[src/rtl/cbs_pkg.sv]
package cbs_pkg;
    localparam int CRED_W    = 32;
    localparam int SLOPE_W   = 16;
    localparam int LEN_W     = 11;
    localparam int LINK_UNIT = 256;
    localparam int FRAME_MIN = 64;
    localparam int FRAME_MAX = 1522;
    localparam int NUM_Q     = 4;
    localparam int NUM_SR    = 2;

    typedef enum logic [1:0] {
        QID_CLASS_A = 2'd0,
        QID_CLASS_B = 2'd1,
        QID_PRIO    = 2'd2,
        QID_BEST    = 2'd3
    } qid_e;

    typedef struct packed {
        logic active;
        qid_e owner;
    } link_state_t;

    function automatic logic frame_len_legal(input logic [LEN_W-1:0] len);
        return (int'(len) >= FRAME_MIN) && (int'(len) <= FRAME_MAX);
    endfunction
endpackage

[src/rtl/cbs_credit_acct.sv]
module cbs_credit_acct #(
    parameter int CRED_W    = cbs_pkg::CRED_W,
    parameter int SLOPE_W   = cbs_pkg::SLOPE_W,
    parameter int LINK_UNIT = cbs_pkg::LINK_UNIT
) (
    input  logic                     clk,
    input  logic                     rst,
    input  logic                     shaped,
    input  logic                     has_data,
    input  logic                     sending,
    input  logic [SLOPE_W-1:0]       idle_slope,
    input  logic signed [CRED_W-1:0] ceiling,
    output logic signed [CRED_W-1:0] credit
);
    localparam int EW = CRED_W + 2;
    localparam logic signed [EW-1:0] LINK_X = EW'(LINK_UNIT);
    localparam logic signed [EW-1:0] FLOOR_X = -(EW'(1) <<< (CRED_W - 1));

    logic signed [EW-1:0] cur_x, slope_x, ceil_x, sum_x, cap_x, nxt_x;

    always_comb begin
        cur_x   = EW'(credit);
        slope_x = $signed({{(EW-SLOPE_W){1'b0}}, idle_slope});
        ceil_x  = EW'(ceiling);
        sum_x   = cur_x + slope_x;
        cap_x   = ceil_x;
        if (!shaped) begin
            sum_x = '0;
            cap_x = '0;
        end else if (sending) begin
            sum_x = cur_x + slope_x - LINK_X;
        end else if (!has_data) begin
            cap_x = '0;
            if (cur_x > 0) sum_x = '0;
        end
        nxt_x = (sum_x > cap_x) ? cap_x : sum_x;
        if (nxt_x < FLOOR_X) nxt_x = FLOOR_X;
    end

    always_ff @(posedge clk) begin
        if (rst) credit <= '0;
        else     credit <= nxt_x[CRED_W-1:0];
    end
endmodule

[src/rtl/cbs_arbiter.sv]
module cbs_arbiter #(
    parameter int LEN_W = cbs_pkg::LEN_W,
    parameter int NQ    = cbs_pkg::NUM_Q
) (
    input  logic                      clk,
    input  logic                      rst,
    input  logic [NQ-1:0]             eligible,
    input  logic [NQ-1:0]             held,
    input  logic [NQ-1:0][LEN_W-1:0]  lens,
    output cbs_pkg::link_state_t      link,
    output logic [LEN_W-1:0]          left
);
    import cbs_pkg::*;

    logic [NQ-1:0] cand;
    logic          any_cand;
    qid_e          pick;

    always_comb begin
        cand     = eligible & ~held;
        any_cand = |cand;
        pick     = QID_CLASS_A;
        for (int i = NQ - 1; i >= 0; i--) begin
            if (cand[i]) pick = qid_e'(i);
        end
    end

    always_ff @(posedge clk) begin
        if (rst) begin
            link.active <= 1'b0;
            link.owner  <= QID_CLASS_A;
            left        <= '0;
        end else if (link.active) begin
            left <= left - 1'b1;
            if (left == LEN_W'(1)) link.active <= 1'b0;
        end else if (any_cand) begin
            link.active <= 1'b1;
            link.owner  <= pick;
            left        <= lens[pick];
        end
    end
endmodule

[src/rtl/cbs_tx_shaper.sv]
module cbs_tx_shaper #(
    parameter int CRED_W    = cbs_pkg::CRED_W,
    parameter int SLOPE_W   = cbs_pkg::SLOPE_W,
    parameter int LEN_W     = cbs_pkg::LEN_W,
    parameter int LINK_UNIT = cbs_pkg::LINK_UNIT
) (
    input  logic              clk,
    input  logic              rst,
    input  logic              shaper_en,
    input  logic              stall_sp_en,
    input  logic [CRED_W-1:0] sr_ctrl_a,
    input  logic [CRED_W-1:0] sr_ctrl_b,
    input  logic [CRED_W-1:0] sr_hicred_a,
    input  logic [CRED_W-1:0] sr_hicred_b,
    input  logic [3:0]        q_pend,
    input  logic [LEN_W-1:0]  q_len_0,
    input  logic [LEN_W-1:0]  q_len_1,
    input  logic [LEN_W-1:0]  q_len_2,
    input  logic [LEN_W-1:0]  q_len_3,
    output logic              tx_active,
    output logic [1:0]        tx_queue,
    output logic [CRED_W-1:0] credit_a,
    output logic [CRED_W-1:0] credit_b
);
    import cbs_pkg::*;

    localparam int NQ  = NUM_Q;
    localparam int NSR = NUM_SR;
    localparam logic [CRED_W-1:0] ZERO_PT = {1'b1, {(CRED_W-1){1'b0}}};

    logic [NQ-1:0][LEN_W-1:0]  lens;
    logic [NQ-1:0]             len_good, eligible, held;
    logic [NSR-1:0]            shaped, sr_waiting;
    logic [CRED_W-1:0]         ctrl_w  [NSR];
    logic [CRED_W-1:0]         ceil_w  [NSR];
    logic signed [CRED_W-1:0]  cred_s  [NSR];
    link_state_t               link;
    logic [LEN_W-1:0]          frame_left;

    assign lens      = {q_len_3, q_len_2, q_len_1, q_len_0};
    assign ctrl_w[0] = sr_ctrl_a;
    assign ctrl_w[1] = sr_ctrl_b;
    assign ceil_w[0] = sr_hicred_a;
    assign ceil_w[1] = sr_hicred_b;

    for (genvar g = 0; g < NQ; g++) begin : g_len
        assign len_good[g] = frame_len_legal(lens[g]);
    end

    for (genvar g = 0; g < NSR; g++) begin : g_sr
        logic signed [CRED_W-1:0] ceiling;
        assign shaped[g]  = shaper_en & ctrl_w[g][CRED_W-1];
        assign ceiling    = $signed(ceil_w[g] ^ ZERO_PT);
        assign sr_waiting[g] = shaped[g] & q_pend[g] & len_good[g];
        assign eligible[g] = q_pend[g] & len_good[g] &
                             (~shaped[g] | ~cred_s[g][CRED_W-1]);
        assign held[g]    = 1'b0;

        cbs_credit_acct #(
            .CRED_W(CRED_W), .SLOPE_W(SLOPE_W), .LINK_UNIT(LINK_UNIT)
        ) u_acct (
            .clk        (clk),
            .rst        (rst),
            .shaped     (shaped[g]),
            .has_data   (q_pend[g]),
            .sending    (link.active && (int'(link.owner) == g)),
            .idle_slope (ctrl_w[g][SLOPE_W-1:0]),
            .ceiling    (ceiling),
            .credit     (cred_s[g])
        );
    end

    for (genvar g = NSR; g < NQ; g++) begin : g_sp
        assign eligible[g] = q_pend[g] & len_good[g];
        assign held[g]     = stall_sp_en & shaper_en & (|sr_waiting);
    end

    cbs_arbiter #(.LEN_W(LEN_W), .NQ(NQ)) u_arb (
        .clk      (clk),
        .rst      (rst),
        .eligible (eligible),
        .held     (held),
        .lens     (lens),
        .link     (link),
        .left     (frame_left)
    );

    assign tx_active = link.active;
    assign tx_queue  = link.owner;
    assign credit_a  = cred_s[0] ^ ZERO_PT;
    assign credit_b  = cred_s[1] ^ ZERO_PT;
endmodule

[config.mk]
export PLATFORM = sky130hd
export DESIGN_NAME = cbs_tx_shaper
export DESIGN_NICKNAME = d
export VERILOG_FILES = /design/src/rtl/cbs_pkg.sv /design/src/rtl/cbs_credit_acct.sv /design/src/rtl/cbs_arbiter.sv /design/src/rtl/cbs_tx_shaper.sv
export SDC_FILE = /design/constraint.sdc
export NUM_CORES = 1
export LEC_CHECK = 0
export ABC_CLOCK_PERIOD_IN_PS = 7500
export BUFFER_PORTS_ARGS = -buffer_cell sky130_fd_sc_hd__buf_2
export CAP_MARGIN = 20
export CORE_AREA = 3 3 169 171
export CTS_CLUSTER_SIZE = 8
export DETAILED_ROUTE_END_ITERATION = 6
export DIE_AREA = 0 0 172 174
export PLACE_DENSITY = 0.64
export SYNTH_ARGS = -nofsm -noshare
export SYNTH_HDL_FRONTEND = slang
export SYNTH_SLANG_ARGS = --single-unit
[constraint.sdc]
create_clock -name clk -period 7.5 [get_ports clk]
set_clock_uncertainty 0.05 [all_clocks]
set_input_delay 1.5 -clock clk [delete_from_list [all_inputs] [get_ports clk]]
set_output_delay 1.5 -clock clk [all_outputs]
set_load 0.02 [all_outputs]
After elaboration in Yosys (flattened, before gate mapping)
Index checks and enable logic that the tools add are counted.
- latch bits: 0
- memories: 0
- logic and storage cells: 96
- bits in registers: 78
- bits in read-only memories: 0
- output and inout port bits: 67
- bits of input ports: 180
- RAM bits: 0
- reductions and logical operators: 13
- bitwise operators: 25
- $add $sub $neg: 5
- shifts and indexed selects: 0
- divide/modulo/power cells: 0
- muxes and demuxes: 29
- order comparisons: 15
- multipliers: 0
- eq/ne operators: 2
- operator list (cell ; number):
    $mux 34 ; 16
    $gt 34x34->1 ; 2
    $lt 34x32->1 const B ; 2
    $sub 34x10->34 const B ; 2
    $add 32x17->33 ; 2
    $gt 32x1->1 const B ; 2
    $mux 32 ; 2
    $ge 11x7->1 const B ; 4
    $le 11x11->1 const B ; 4
    $mux 11 ; 3
    $bmux 11 s2 ; 1
    $and 1x1->1 ; 14
    $eq 11x1->1 const B ; 1
    $sub 11x1->11 const B ; 1
    $mux 2 ; 4
    $not 1->1 ; 7
    $logic_and 1x1->1 ; 6
    $reduce_or 2->1 ; 3
    $and 4x4->4 ; 1
    $not 4->4 ; 1
    $reduce_or 4->1 ; 1
    $lt 2x3->1 const B ; 1
    $mux 3 ; 1
    $eq 2x2->1 const B ; 1
    5 further kinds ; 7

Depth between registers and ports, before layout
- depth in word-level cells: 15
- depth in mapped cells: 30
- gate-level depth less buffers: 28

Modules after synthesis
Synthesis repeated with hierarchy kept, for this count alone.
- cells, all modules: 1470
- area, all modules: 10764.1 um^2
- by module, submodules not included (module ; cells an instance ; instances ; area an instance (um^2) ; seq. area each (um^2)):
    cbs_credit_acct ; 635 ; 2 ; 4675.7 ; 640.6
    cbs_arbiter ; 156 ; 1 ; 1154.9 ; 280.3
    cbs_tx_shaper ; 44 ; 1 ; 257.7 ; 0.0

Worst setup path after synthesis
OpenSTA, ideal clock, no wires.
- path type: in2reg
- start: input sr_ctrl_a[0]
- end: register g_sr[0].u_acct.credit[29]
- slack: 13 ps
- setup time: 122 ps
- stages on the path: 28
- arrival: 7316 ps
- data required time: 7328 ps
- path buffers: 2
- path through: ha_1 inv_1 fa_1 nand2b_1 a21o_1 a211oi_1 a311o_1 ha_1 nand2_1 or4_1 a222oi_1 nand3_1 or3_1 clkbuf_1 nor3b_1 mux2_2 nor2_1 ha_1 a21o_1 a211o_1 o211ai_1 a21oi_1 o31ai_1 nand4_1 nand3_1 clkbuf_1 clkinv_1 o311a_1
- cells in the longest elaborated chain, start to end: 9
- elaborated cells between the ends (all ways): 10
- those cells by class: 2 x add/sub; 2 x order compare; 5 x mux; 1 x reduce/logical
- ends and longest elaborated chain (what ; line ; text):
    from (decl) ; cbs_tx_shaper.sv:11 ; input logic [CRED_W-1:0] sr_ctrl_a,
    $add 32x17->33 * ; cbs_credit_acct.sv:25, cbs_credit_acct.sv:31 ;
    branches (longest 2 deep; another with $sub 34x10->34) ; - ;
    $mux 34 * ; cbs_credit_acct.sv:30 ; end else if (sending) begin
    $mux 34 * ; cbs_credit_acct.sv:27 ; if (!shaped) begin
    $gt 34x34->1 ; cbs_credit_acct.sv:36 ; nxt_x = (sum_x > cap_x) ? cap_x : sum_x;
    $mux 34 * ; cbs_credit_acct.sv:36 ;
    $lt 34x32->1 ; cbs_credit_acct.sv:37 ; if (nxt_x < FLOOR_X) nxt_x = FLOOR_X;
    $reduce_or 2->1 (no source line) ; - ;
    to (signal assigned) ; cbs_credit_acct.sv:42 ; else credit <= nxt_x[CRED_W-1:0];
    to (decl) ; cbs_credit_acct.sv:13 ; output logic signed [CRED_W-1:0] credit
Every way passes the cells marked *.
A chain may end at the register's enable or synchronous reset.

Worst setup path in the final report
- start: input sr_ctrl_a[0]
- end: register g_sr[0].u_acct.credit[28]
The elaborated chain is that of the path after synthesis.

==> results.toml <==
[outcome]
status = "finished, final reports clean"

[sta]
maxSlewHeadroom_pct = 44.9
fmax_mhz = 140
min_period_ns = 7.13
slew_violations = 0
rsz0062_at_grt = "no"
period_share_pct = 95.0
fin_ws_ns = 0.374
setup_violations = 0
tightest_slew_ns = 0.826
hold_viol = 0

[placed_design]
placedCellCount = 2014
place_hpwl_mm = 30.7
detailedPlace.worstSlack_ns = -0.0586
post_dp_cell_area_um2 = 12100
gp_congestion = 0.956
portBuffers = 216

[synth]
netlist_instances = 1523
synth_cell_types = 88
ys_seq_area_share_pct = 14.5
syn_nets = 1809
ys_ff_latch = 78
synth_area_per_cell_um2 = 7.07
synth-edff-count = 0
synth_area_um2 = 10800
synth_top_area_share_pct = 14.5
synth_top_area_cell = "dfxtp_1"
yosys_warnings = 0
synth_area_leaders = "dfxtp_1 14%, ha_1 12%, nand2_1 6.7%"
synth_flop_cell = "dfxtp_1"
synth-async-reset-ratio_pct = 0

[die]
start_util_pct = 39.9
core_area_um2 = 27000
die_y_um = 174
io_pins = 247
num_rows = 60
fp.dieW_um = 172
dieArea_um2 = 29900

[global_route]
grt_usage_pct = 23.8
antenna_found_initial = 0
grt_pass1_vias = 11100
grt_max_degree = 39
grt_pass1_wl_mm = 58.1
grt_overflow = 0

[power]
totalPowerFinal_w = 0.00241
max-vdd-ir-drop_mv = 0.160
pwr-share-clk_pct = 20.0
combinationalPowerShare_pct = 57.7
p_leak_nw = 5.43
sw_frac_of_total_pct = 46.3
p_switching_w = 0.00112
powerDensity_nw_per_um2 = 194
internal_power_w = 0.00130
pwr-share-seq_pct = 22.3

[critical_path]
slowest_stage = "or4_1"
arrival_ns = 7.31
worstSetupPathType = "in -> reg"
startpoint_type = "input port"
cp_top_family = "compound AO/OA/AOI/OAI gates"
crit_buf_inv = 3
cp_max_fo = 31
slowest_delay_ns = 0.44
path_common_cell = "ha_1"
critPathRequiredTime_ns = 7.69
end_kind = "flip-flop"

[cts]
path_clk_slew_ns = 0.07
ctsHoldBuffers = 0
tritoncts = "built"
htreeDepth = 3
cts_buffers = 9
clk_latency_ns = 0.35
cts_buffer_depth = 2
cts_sinks = 78
root_buffer = "clkbuf_16"

[routing]
vias = 12000
top_layer = "met4"
drc = 0
drtPass1Iterations = 6
route.met3.wl_mm = 2.11
drt_iter0_drc = 970
finalWirelength_mm = 37.3
drt-met1-wl_mm = 16.8
avgRoutedWirePerCell_um = 18.4
vias_per_cell = 5.91
ant_nets = 0
routed-wl-met2_mm = 17.3

[layout]
drive_gt1_share_pct = 20.9
antenna_cells = 0
nets = 1971
instances_no_fill = 2031
syn_to_final_growth_pct = 15.4
fillerInstances = 2794
design_area_um2 = 12400

[flow_run]
max_cap_viol_count = 0

[worst_hold_path]
hp-class = "reg -> reg"
[layout make-up]
class                           instances  area [um2]  area share, %
Inverter                               27         101          0.815
Clock inverter                          5        83.8          0.674
Multi-Input combinational cell       1288        8400           67.6
Tap cell                              341         427           3.43
Clock buffer                           11         233           1.87
Sequential cell                        78        1560           12.6
Timing Repair Buffer                  281        1630           13.1
[per-layer routing]
metal,global-route usage [%],vias up
met5,0,-
met4,7.68,0
met3,2.43,66
met2,39.1,436
met1,32.5,5587
li1,-,5924
[state kept, by name (all words and copies together) (netlist names)]
signal              flops
u_arb.link              3
u_arb.left             11
g_sr.u_acct.credit     64
[cell usage in the layout (no fill, tap or decap), drive strengths merged, types with 10 or more instances in the layout]
cell type,n
o21ai,51
mux2i,22
o21a,27
or3,27
xnor2,23
dfxtp,78
o211ai,22
clkbuf,11
inv,26
nand3,61
nor3,40
nand4,44
nand2b,10
and2,37
nor2,173
nand2,191
a31oi,19
a211oi,32
a21o,38
xor2,23
mux2,13
ha,104
or2,12
and3,14
buf,281
a311oi,10
nor4,32
a21oi,115
nor2b,21
and4,10
a211o,10
[stage by stage]
stage	setup TNS [ns]	util (%)	hold WS, ns
3_3_place_gp	0	44.7	0.463
4_1_cts	0	45.8	0.487
2_1_floorplan	0	-	0.441
3_5_place_dp	-1.04	44.7	0.479
6_report	0	46.0	0.489
5_1_grt	0	46.0	0.521
[power groups by stage]
stage | Clock, W | Combinational, W | Sequential (W)
2_1_floorplan | 0 | 0.000974 | 0.000512
3_3_place_gp | 0 | 0.00134 | 0.000544
3_5_place_dp | 0 | 0.00136 | 0.000544
4_1_cts | 0.000491 | 0.00137 | 0.000535
5_1_grt | 0.000509 | 0.00153 | 0.000543
6_report | 0.000482 | 0.00139 | 0.000537
[what timing repair did]
| item | CTS | global route |
|---|---|---|
| buffers inserted | 0 | 0 |
| endpoints found under the setup margin | 0 | 40 |
| resized for setup | 0 | 6 |
[path summary, 6_finish.rpt]
kind,startpoint,end,slack [ns],cells past startpoint
max,sr_ctrl_a[0],g_sr[0].u_acct.credit[28],0.37,29
min,u_arb.left[9],u_arb.left[9],0.49,2
max reg2reg,g_sr[0].u_acct.credit[0],g_sr[0].u_acct.credit[28],1.24,28
min reg2reg,u_arb.left[9],u_arb.left[9],0.49,2
[cell families (layout without fill, tap and decap cells)]
logic type,count (synthesis),after routing,synth area share (%)
adders and majority gates,106,106,12.4
AOI/OAI and AO/OA,401,401,25.5
buffers and inverters,157,324,7.95
and+or+nand+nor,698,698,32.0
xor gates and xnor gates,46,46,3.81
DFF,78,78,14.5
muxes,37,37,3.82
[Yosys cell counts, drive strengths merged, types with 23 or more instances]
library cell and instances:
nand2 191, a21oi 115, or3 27, nor4 32, clkbuf 49, inv 26, nor2 173, dfxtp 78
nand3 61, buf 81, ha 104, o21a 27, nand4 44, a211oi 32, and2 37, xor2 23
xnor2 23, a21o 38, o21ai 51, nor3 40
[worst register-to-register path: cells and delay by family, from the launching register on]
kind	cells	cell delay (ns)
and+or+nand+nor	10	1.96
adders and majority gates	4	1.02
DFF	1	0.36
buffers and inverters	2	0.23
AOI/OAI and AO/OA	11	2.15
muxes	1	0.38
No activity file was read; power rests on OpenSTA's default activity.
